### src/rtl/idx_pkg.sv
package idx_pkg;
  localparam int BYTE_W  = 8;
  localparam int LANES   = 4;
  localparam int FIELD_W = BYTE_W * LANES;
  localparam int HALF_W  = FIELD_W / 2;
  localparam int CNT_W   = $clog2(2 * LANES + 1);

  typedef enum logic [1:0] {
    LEN_NONE = 2'd0,
    LEN_ONE  = 2'd1,
    LEN_TWO  = 2'd2,
    LEN_FOUR = 2'd3
  } len_code_t;

  // Byte count encoded by a length code.
  function automatic logic [CNT_W-1:0] len_bytes(input logic [1:0] code);
    logic [CNT_W-1:0] n;
    case (len_code_t'(code))
      LEN_NONE: n = '0;
      LEN_ONE:  n = CNT_W'(1);
      LEN_TWO:  n = CNT_W'(2);
      default:  n = CNT_W'(LANES);
    endcase
    return n;
  endfunction

  // Widen an nbytes-long little-endian field, then trim to operand size.
  function automatic logic [FIELD_W-1:0] extend_field(
    input logic [FIELD_W-1:0] raw,
    input logic [CNT_W-1:0]   nbytes,
    input logic               sgn,
    input logic               wide
  );
    logic [FIELD_W-1:0] v;
    int top;
    top = int'(nbytes) * BYTE_W - 1;
    v = '0;
    if (nbytes != '0) begin
      for (int i = 0; i < FIELD_W; i++) begin
        if (i <= top) v[i] = raw[i];
        else          v[i] = sgn & raw[top];
      end
    end
    if (!wide) v[FIELD_W-1:HALF_W] = '0;
    return v;
  endfunction
endpackage

### src/rtl/idx_seq.sv
module idx_seq
  import idx_pkg::*;
(
  input  logic             clk,
  input  logic             rst_n,
  input  logic             start_i,
  input  logic [1:0]       disp_code_i,
  input  logic [1:0]       imm_code_i,
  input  logic             op32_i,
  input  logic             sgn_i,
  input  logic             byte_vld_i,
  output logic             busy_o,
  output logic             wr_disp_o,
  output logic             wr_imm_o,
  output logic [CNT_W-1:0] lane_o,
  output logic             last_o,
  output logic             zero_start_o,
  output logic [CNT_W-1:0] dlen_o,
  output logic [CNT_W-1:0] ilen_o,
  output logic [CNT_W-1:0] cnt_o,
  output logic [CNT_W-1:0] total_o,
  output logic             op32_o,
  output logic             sgn_o
);
  logic [CNT_W-1:0] dlen_q, ilen_q, cnt_q;
  logic [CNT_W-1:0] total_w, start_total_w, imm_idx_w;
  logic             busy_q, op32_q, sgn_q;
  logic             accept_w, in_disp_w;

  assign total_w       = dlen_q + ilen_q;
  assign start_total_w = len_bytes(disp_code_i) + len_bytes(imm_code_i);
  assign accept_w      = busy_q & byte_vld_i & ~start_i;
  assign in_disp_w     = cnt_q < dlen_q;
  assign imm_idx_w     = cnt_q - dlen_q;

  assign wr_disp_o    = accept_w & in_disp_w;
  assign wr_imm_o     = accept_w & ~in_disp_w;
  assign lane_o       = in_disp_w ? cnt_q : imm_idx_w;
  assign last_o       = accept_w & ((cnt_q + CNT_W'(1)) == total_w);
  assign zero_start_o = start_i & (start_total_w == '0);

  always_ff @(posedge clk) begin
    if (!rst_n) begin
      dlen_q <= '0;
      ilen_q <= '0;
      cnt_q  <= '0;
      busy_q <= 1'b0;
      op32_q <= 1'b0;
      sgn_q  <= 1'b0;
    end else if (start_i) begin
      dlen_q <= len_bytes(disp_code_i);
      ilen_q <= len_bytes(imm_code_i);
      cnt_q  <= '0;
      busy_q <= (start_total_w != '0);
      op32_q <= op32_i;
      sgn_q  <= sgn_i;
    end else if (accept_w) begin
      cnt_q <= cnt_q + CNT_W'(1);
      if (last_o) busy_q <= 1'b0;
    end
  end

  assign busy_o  = busy_q;
  assign dlen_o  = dlen_q;
  assign ilen_o  = ilen_q;
  assign cnt_o   = cnt_q;
  assign total_o = total_w;
  assign op32_o  = op32_q;
  assign sgn_o   = sgn_q;
endmodule

### src/rtl/idx_gather.sv
module idx_gather
  import idx_pkg::*;
(
  input  logic               clk,
  input  logic               rst_n,
  input  logic               clear_i,
  input  logic               wr_disp_i,
  input  logic               wr_imm_i,
  input  logic [CNT_W-1:0]   lane_i,
  input  logic [BYTE_W-1:0]  byte_i,
  output logic [FIELD_W-1:0] disp_nxt_o,
  output logic [FIELD_W-1:0] imm_nxt_o
);
  localparam int NFIELD = 2;

  logic [NFIELD-1:0]              wr_w;
  logic [NFIELD-1:0][FIELD_W-1:0] nxt_w;

  assign wr_w = {wr_imm_i, wr_disp_i};

  for (genvar f = 0; f < NFIELD; f++) begin : g_field
    for (genvar j = 0; j < LANES; j++) begin : g_lane
      logic [BYTE_W-1:0] lane_q;
      logic              hit_w;
      assign hit_w = wr_w[f] && (lane_i == CNT_W'(j));
      always_ff @(posedge clk) begin
        if (!rst_n || clear_i) lane_q <= '0;
        else if (hit_w)        lane_q <= byte_i;
      end
      assign nxt_w[f][j*BYTE_W +: BYTE_W] = hit_w ? byte_i : lane_q;
    end
  end

  assign disp_nxt_o = nxt_w[0];
  assign imm_nxt_o  = nxt_w[1];
endmodule

### src/rtl/idx_extend.sv
module idx_extend
  import idx_pkg::*;
(
  input  logic [FIELD_W-1:0] raw_i,
  input  logic [CNT_W-1:0]   nbytes_i,
  input  logic               sgn_i,
  input  logic               wide_i,
  output logic [FIELD_W-1:0] val_o
);
  assign val_o = extend_field(raw_i, nbytes_i, sgn_i, wide_i);
endmodule

### src/rtl/idx_extract.sv
module idx_extract
  import idx_pkg::*;
(
  input  logic               clk,
  input  logic               rst_n,
  input  logic               start_i,
  input  logic [1:0]         disp_len_i,
  input  logic [1:0]         imm_len_i,
  input  logic               op32_i,
  input  logic               imm_signed_i,
  input  logic               byte_vld_i,
  input  logic [BYTE_W-1:0]  byte_i,
  output logic               done_o,
  output logic [FIELD_W-1:0] disp_o,
  output logic [FIELD_W-1:0] imm_o
);
  logic             busy_w, wr_disp_w, wr_imm_w, last_w, zero_start_w;
  logic             op32_w, sgn_w;
  logic [CNT_W-1:0] lane_w, dlen_w, ilen_w, cnt_w, total_w;
  logic [FIELD_W-1:0] disp_raw_w, imm_raw_w, disp_ext_w, imm_ext_w;
  logic               done_q;
  logic [FIELD_W-1:0] disp_q, imm_q;

  idx_seq i_seq (
    .clk          (clk),
    .rst_n        (rst_n),
    .start_i      (start_i),
    .disp_code_i  (disp_len_i),
    .imm_code_i   (imm_len_i),
    .op32_i       (op32_i),
    .sgn_i        (imm_signed_i),
    .byte_vld_i   (byte_vld_i),
    .busy_o       (busy_w),
    .wr_disp_o    (wr_disp_w),
    .wr_imm_o     (wr_imm_w),
    .lane_o       (lane_w),
    .last_o       (last_w),
    .zero_start_o (zero_start_w),
    .dlen_o       (dlen_w),
    .ilen_o       (ilen_w),
    .cnt_o        (cnt_w),
    .total_o      (total_w),
    .op32_o       (op32_w),
    .sgn_o        (sgn_w)
  );

  idx_gather i_gather (
    .clk        (clk),
    .rst_n      (rst_n),
    .clear_i    (start_i),
    .wr_disp_i  (wr_disp_w),
    .wr_imm_i   (wr_imm_w),
    .lane_i     (lane_w),
    .byte_i     (byte_i),
    .disp_nxt_o (disp_raw_w),
    .imm_nxt_o  (imm_raw_w)
  );

  // Displacements are always signed; the immediate follows the latched flag.
  idx_extend i_ext_disp (
    .raw_i    (disp_raw_w),
    .nbytes_i (dlen_w),
    .sgn_i    (1'b1),
    .wide_i   (op32_w),
    .val_o    (disp_ext_w)
  );

  idx_extend i_ext_imm (
    .raw_i    (imm_raw_w),
    .nbytes_i (ilen_w),
    .sgn_i    (sgn_w),
    .wide_i   (op32_w),
    .val_o    (imm_ext_w)
  );

  always_ff @(posedge clk) begin
    if (!rst_n) begin
      done_q <= 1'b0;
      disp_q <= '0;
      imm_q  <= '0;
    end else begin
      done_q <= last_w | zero_start_w;
      if (zero_start_w) begin
        disp_q <= '0;
        imm_q  <= '0;
      end else if (last_w) begin
        disp_q <= disp_ext_w;
        imm_q  <= imm_ext_w;
      end
    end
  end

  assign done_o = done_q;
  assign disp_o = disp_q;
  assign imm_o  = imm_q;
endmodule

### config.mk
export PLATFORM = sky130hd
export DESIGN_NAME = idx_extract
export DESIGN_NICKNAME = d
export VERILOG_FILES = /design/src/rtl/idx_pkg.sv /design/src/rtl/idx_seq.sv /design/src/rtl/idx_gather.sv /design/src/rtl/idx_extend.sv /design/src/rtl/idx_extract.sv
export SDC_FILE = /design/constraint.sdc
export NUM_CORES = 1
export LEC_CHECK = 0
export BUFFER_PORTS_ARGS = -buffer_cell sky130_fd_sc_hd__buf_2
export CAP_MARGIN = 20
export CORE_ASPECT_RATIO = 1.1
export CORE_MARGIN = 1
export CORE_UTILIZATION = 54
export CTS_CLUSTER_SIZE = 16
export DETAILED_ROUTE_END_ITERATION = 10
export GPL_TIMING_DRIVEN = 0
export HOLD_SLACK_MARGIN = 0.02
export MAX_ROUTING_LAYER = met4
export PLACE_DENSITY = 0.84
export SLEW_MARGIN = 25
export SYNTH_ARGS = -nofsm -noshare
export SYNTH_HDL_FRONTEND = slang
export SYNTH_SLANG_ARGS = --single-unit
### constraint.sdc
create_clock -name clk -period 6.9 [get_ports clk]
set_clock_uncertainty 0.15 [all_clocks]
set_input_delay 0.69 -clock clk [delete_from_list [all_inputs] [get_ports clk]]
set_output_delay 0.69 -clock clk [all_outputs]
set_load 0.005 [all_outputs]
* Word-level counts from Yosys, hierarchy flattened
Index checks and enable logic that the tools add are counted.
Word-level totals: register bits after elaboration 144, input bits 18, output and inout port bits 65, word-level logic and storage cells 219
Cells by class: $add $sub $neg 6, $lt $le $gt $ge 67, equality and inequality tests 8, muxes and demuxes 88, bitwise gates (word level) 11, reductions and logical operators 22
Operators by type and width (count):
- 6-bit by 32-bit less-or-equal comparator with 1-bit output (first input constant) | 32
- 5-bit by 32-bit less-or-equal comparator with 1-bit output (first input constant) | 16
- 4-bit by 32-bit less-or-equal comparator with 1-bit output (first input constant) | 8
- 3-bit by 32-bit less-or-equal comparator with 1-bit output (first input constant) | 4
- 1-bit two-way mux | 71
- 1-bit by 32-bit less-or-equal comparator with 1-bit output (first input constant) | 2
- 2-bit by 32-bit less-or-equal comparator with 1-bit output (first input constant) | 2
- 32-bit by 7-bit less-than comparator with 1-bit output (second input constant) | 2
- 32-bit two-way mux | 2
- 8-bit two-way mux | 8
- 16-bit two-way mux | 2
- 3-bit case mux with 3 select lines | 2
- 7-bit by 1-bit subtractor with 8-bit output (second input constant) | 2
- 4-bit nonzero test | 3
- 1-bit binary-select mux with 5-bit select | 2
- 4-bit by 2-bit equality test with 1-bit output (second input constant) | 2
- 1-bit logical AND | 8
- 4-bit logical NOT | 2
- 1-bit AND | 7
- 3-bit by 3-bit adder with 4-bit output | 1
- 4-bit by 1-bit adder with 4-bit output (second input constant) | 1
- 4-bit adder | 1
- 2-bit by 1-bit equality test with 1-bit output (second input constant) | 2
- 2-bit equality test (second input constant) | 2
- other kinds (13) | 18

* Depth between registers and ports, before layout
word-level depth 12, depth in mapped cells 12

* By module
A second synthesis with hierarchy kept.
Second synthesis, totals: cell total of the unflattened synthesis 849, area total of the unflattened synthesis 8016.4 µm²
By module, submodules not included:
- idx_gather | times used 1, cells each 294, area an instance 3229.3 µm²
- idx_extract | times used 1, cells each 210, area an instance 2351.0 µm²
- idx_extend | times used 2, cells each 116, area an instance 723.2 µm²
- idx_seq | times used 1, cells each 113, area an instance 989.7 µm²

* Worst setup path before layout
Ideal clock, no wire load.
path kind register -> register, start register i_seq.cnt_q[0] (netlist: i_seq.cnt_o[0]), end register imm_q[19] (netlist: imm_o[19]), arrival 3.186 ns, data required time 6.663 ns, slack 3.477 ns, cell stages (with the launch flop) 13, buffers on the path 2, clock period less this slack 3.423 ns, cell sequence dfxtp_1 > buf_4 > inv_1 > ha_1 > inv_1 > fa_1 > or3b_4 > mux2_4 > a41oi_2 > mux2i_1 > o311ai_4 > buf_6 > o31ai_1
Between the ends: word-level cells in the longest chain between the ends 12
RTL lines:
- start: declaration | line idx_seq.sv:25 | logic [CNT_W-1:0] dlen_q, ilen_q, cnt_q;
- start signal: assignment | line idx_seq.sv:58 | cnt_q <= cnt_q + CNT_W'(1);
- 4-bit subtractor or 4-bit less-than comparator (tied branches) | line idx_seq.sv:34, idx_seq.sv:33
- 4-bit two-way mux or 1-bit inverter (tied branches) | line idx_seq.sv:38, idx_seq.sv:37
- 4-bit by 1-bit equality test with 1-bit output (tied with other cells) | line idx_gather.sv:25 | assign hit_w = wr_w[f] && (lane_i == CNT_W'(j));
- 1-bit logical AND | line idx_gather.sv:25
- 8-bit two-way mux | line idx_gather.sv:30 | assign nxt_w[f][j*BYTE_W +: BYTE_W] = hit_w ? byte_i : lane_q;
- 1-bit binary-select mux with 5-bit select | line idx_pkg.sv:41 | else v[i] = sgn & raw[top];
- 1-bit two-way mux (not written as such) (2 in a row) | line idx_pkg.sv:41
- 1-bit AND | line idx_pkg.sv:41
- 1-bit two-way mux | line idx_pkg.sv:40 | if (i <= top) v[i] = raw[i];
- 32-bit two-way mux | line idx_pkg.sv:38 | if (nbytes != '0) begin
- 16-bit two-way mux | line idx_pkg.sv:44 | if (!wide) v[FIELD_W-1:HALF_W] = '0;
- end signal: assignment | line idx_extract.sv:88 | imm_q <= imm_ext_w;
- end: declaration | line idx_extract.sv:22 | logic [FIELD_W-1:0] disp_q, imm_q;
Parallel ways exist; a longest one is shown, timed or not. The select of a mux whose other input is x is not followed. A chain may end at the register's enable or synchronous reset.

* Final worst setup path
start register i_seq.cnt_q[0] (netlist: i_seq.cnt_o[0]), end register imm_q[20] (netlist: imm_o[20])
Same word-level chain as after synthesis.

==> metrics.csv <==
stage,metric,value,unit
routing,first_pass_iters,6,
timing,timing.final.max_slew_violations,0,
global_route,antenna_found_initial,0,
yosys,yosysTopAreaCell,dfxtp_1,
critical_path,cp_top_family,compound AO/OA/AOI/OAI gates,
clock_network,path_clk_slew,60,ps
timing,setup_violations,0,
finish,drive_gt1_share,20.4,%
power,irDropWorstVdd,0.000132,V
global_route,grt_overflow,0,
power,seq_power_share,43.1,%
timing,rsz0062_at_grt,no,
timing,fin_tns_setup,0,ps
yosys,synth_area,0.00638,sq mm
yosys,synth-seq-cells,142,
floorplanning,dieArea,0.0122,sq mm
yosys,synth_edf_count,0,
timing,maxClockFrequency,0.256,GHz
routing,ant_nets,0,
power,pwr_density_cell,253,mW/mm^2
floorplanning,pin_count,83,
critical_path,critical_path_class,flip-flop to flip-flop,
clock_network,cts-root-buf,clkbuf_16,
clock_network,ctsHoldBuffers,0,
critical_path,cp_slowest_stage_delay,510,ps
timing,min_period,3910,ps
clock_network,cts_sinks,142,
routing,viasPerCell,6.02,
outcome,status,finished clean,
yosys,synth_top_area_share,44.6,%
power,p_sw,440,uW
critical_path,slowest_stage,a41oi_2,
yosys,synthCells,656,
clock_network,cts_resized,0,
finish,layout.nets,792,
clock_network,clkLatencyLatePin,420,ps
placement,hpwlAfterDp,12100,um
placement,placed_cell_area,0.00697,sq mm
global_route,grt_pass1_wl,26800,um
routing,drtIter0Drc,459,
clock_network,cts_buffers,17,
floorplanning,rows,41,
yosys,synth_fp_nets,694,
yosys,synth.yosys.seq_area_share,44.6,%
yosys,synth_ff_type,dfxtp_1,
routing,route.met3.wl,1240,um
routing,remaining_drc_errors,0,
critical_path,worstPathArrival,4090,ps
finish,final_area,0.00758,sq mm
yosys,yosys_warnings,0,
power,finalPower,1.92,mW
routing,wl_per_cell,18.8,um
critical_path,worstPathCellList,buf_4 > inv_1 > ha_1 > inv_1 > fa_1 > or3b_4 > mux2_4 > a41oi_2 > mux2i_1 > o311ai_4 > buf_6 > o31ai_1,
yosys,synth.distinct_cells,70,
routing,top_layer_used,met4,
floorplanning,core,0.0115,sq mm
timing,period_share,56.6,%
critical_path,crit_fanout,10,
global_route,first_global_vias,5302,
routing,vias,5498,
timing,whs,300,ps
floorplanning,die_h,116,um
floorplanning,start_util,55.5,%
routing,m1WireLength,7150,um
finish,antenna_cells,0,
placement,finalWeightedCongestion,0.919,
critical_path,critPathMostFrequentCell,inv_1,
power,p_int,1.48,mW
critical_path,path_buf_inv,4,
global_route,grt_max_degree,17,
timing,hold_viol_final,0,
clock_network,cts_tree,yes,
critical_path,end_kind,flip-flop,
critical_path,startpoint_type,flip-flop,
power,p_clk_share,50.4,%
finish,syn_to_final_growth,18.9,%
flow_run,maxCapViolations,0,
routing,wl_met2,8140,um
yosys,avgSynthCellArea,9.72,sq um
placement,portBuffers,79,
worst_hold_path,hold_path.class,flip-flop to flip-flop,
power,p_leak,2.94,nW
power,combPwrFrac,6.5,%
floorplanning,dieWidth,106,um
timing,worst_pin_slew,987,ps
yosys,async_reset_ff_share,0,%
yosys,yosys-top-cells-area,"dfxtp_1 (45%), mux2i_1 (8.0%), nand2_1 (3.8%)",
critical_path,cp.required,7090,ps
routing,drt-total-wl,17200,um
clock_network,ctsHtreeMaxLevel,4,
global_route,grtUsageTotal,29.5,%
clock_network,clock_path_buffers,2,
timing,maxSlewHeadroom,33.9,%
clock_network,postCtsSetupBuffers,0,
power,swShare,22.9,%
final cells by class:
class	instances	area (sq um)
fill	895	3910
multi-input combinational	457	3280
sequential	142	2840
clock buffer	20	457
timing repair buffer	79	395
buffer	43	210
tap	150	188
clock inverter	9	160
inverter	14	52.6
power groups by stage:
stage          logic, mW  clock network, mW  registers (mW)
2_1_floorplan     0.0802                  0           0.845
3_3_place_gp       0.116                  0           0.846
3_5_place_dp       0.120                  0           0.846
4_1_cts            0.122              0.968           0.828
5_1_grt            0.134               1.00           0.829
6_report           0.125              0.968           0.829
synthesized netlist by cell type (all sizes together), types with 8 or more instances:
library cell / n
a21oi: 10
a22o: 8
a22oi: 12
buf: 16
clkbuf: 27
dfxtp: 142
ha: 17
inv: 14
mux2: 16
mux2i: 51
nand2: 65
nand2b: 10
nand3: 13
nor2: 52
nor2b: 23
o211ai: 25
o21ai: 34
o31ai: 18
registers in the layout (all words and copies together), names as in the netlist, 3 cells and up:
name,count
i_gather.g_field.g_lane.lane_q,64
i_seq.cnt_o,4
imm_o,32
i_seq.dlen_o,3
disp_o,32
i_seq.ilen_o,3
logic make-up (layout without fill, tap and decap cells):
logic type,Yosys count,after routing,share of synthesized area [%]
compound gates,152,152,18.5
xor+xnor,10,10,1.37
fa+ha+maj,20,20,4.28
buf+inv,57,165,4.12
flops,142,142,44.6
mux,67,67,10.9
simple gates,208,208,16.2
worst min-delay path, stage by stage (launching register included):
cell,delay (ps)
dfxtp_1,320
nand2_1,40
o21ai_0,60
worst paths after layout:
kind | start | to | slack, ps | cells after the start
worst min register to register | disp_o[4]$_SDFFE_PP0P_ | disp_o[4]$_SDFFE_PP0P_ | 300 | 2
worst max-delay path | i_seq.cnt_o[0]$_SDFFE_PP0P_ | imm_o[20]$_SDFFE_PP0P_ | 2990 | 12
worst max register to register | i_seq.cnt_o[0]$_SDFFE_PP0P_ | imm_o[20]$_SDFFE_PP0P_ | 2990 | 12
worst min-delay path | disp_o[4]$_SDFFE_PP0P_ | disp_o[4]$_SDFFE_PP0P_ | 300 | 2
per-stage QoR:
step / setup slack (ps) / cells / util, %
after floorplan: 3480 / 656 / -
after global placement: 3040 / 885 / 60.6
after detailed placement: 2870 / 885 / 60.6
after CTS: 3030 / 914 / 66.0
after global routing: 2830 / 914 / 66.0
final: 2990 / 914 / 66.0
placed cells by master (no fill, tap or decap), types with 12 or more instances in the layout:
cell type	count
nand2_1	65
clkbuf_16	17
mux2_2	14
dfxtp_1	142
o211ai_1	25
a22oi_1	12
buf_2	84
nor2b_1	23
ha_1	17
o21ai_0	32
o31ai_1	16
nor2_1	52
inv_1	14
mux2i_1	51
nand3_1	12
clkbuf_1	27
routing by layer:
metal,up-vias,track usage [%]
li1,2565,-
met1,2615,34.3
met2,261,48.6
met3,57,5.29
met4,0,16.3
met5,-,-
Note: power is estimated with default switching activity, not from simulation.
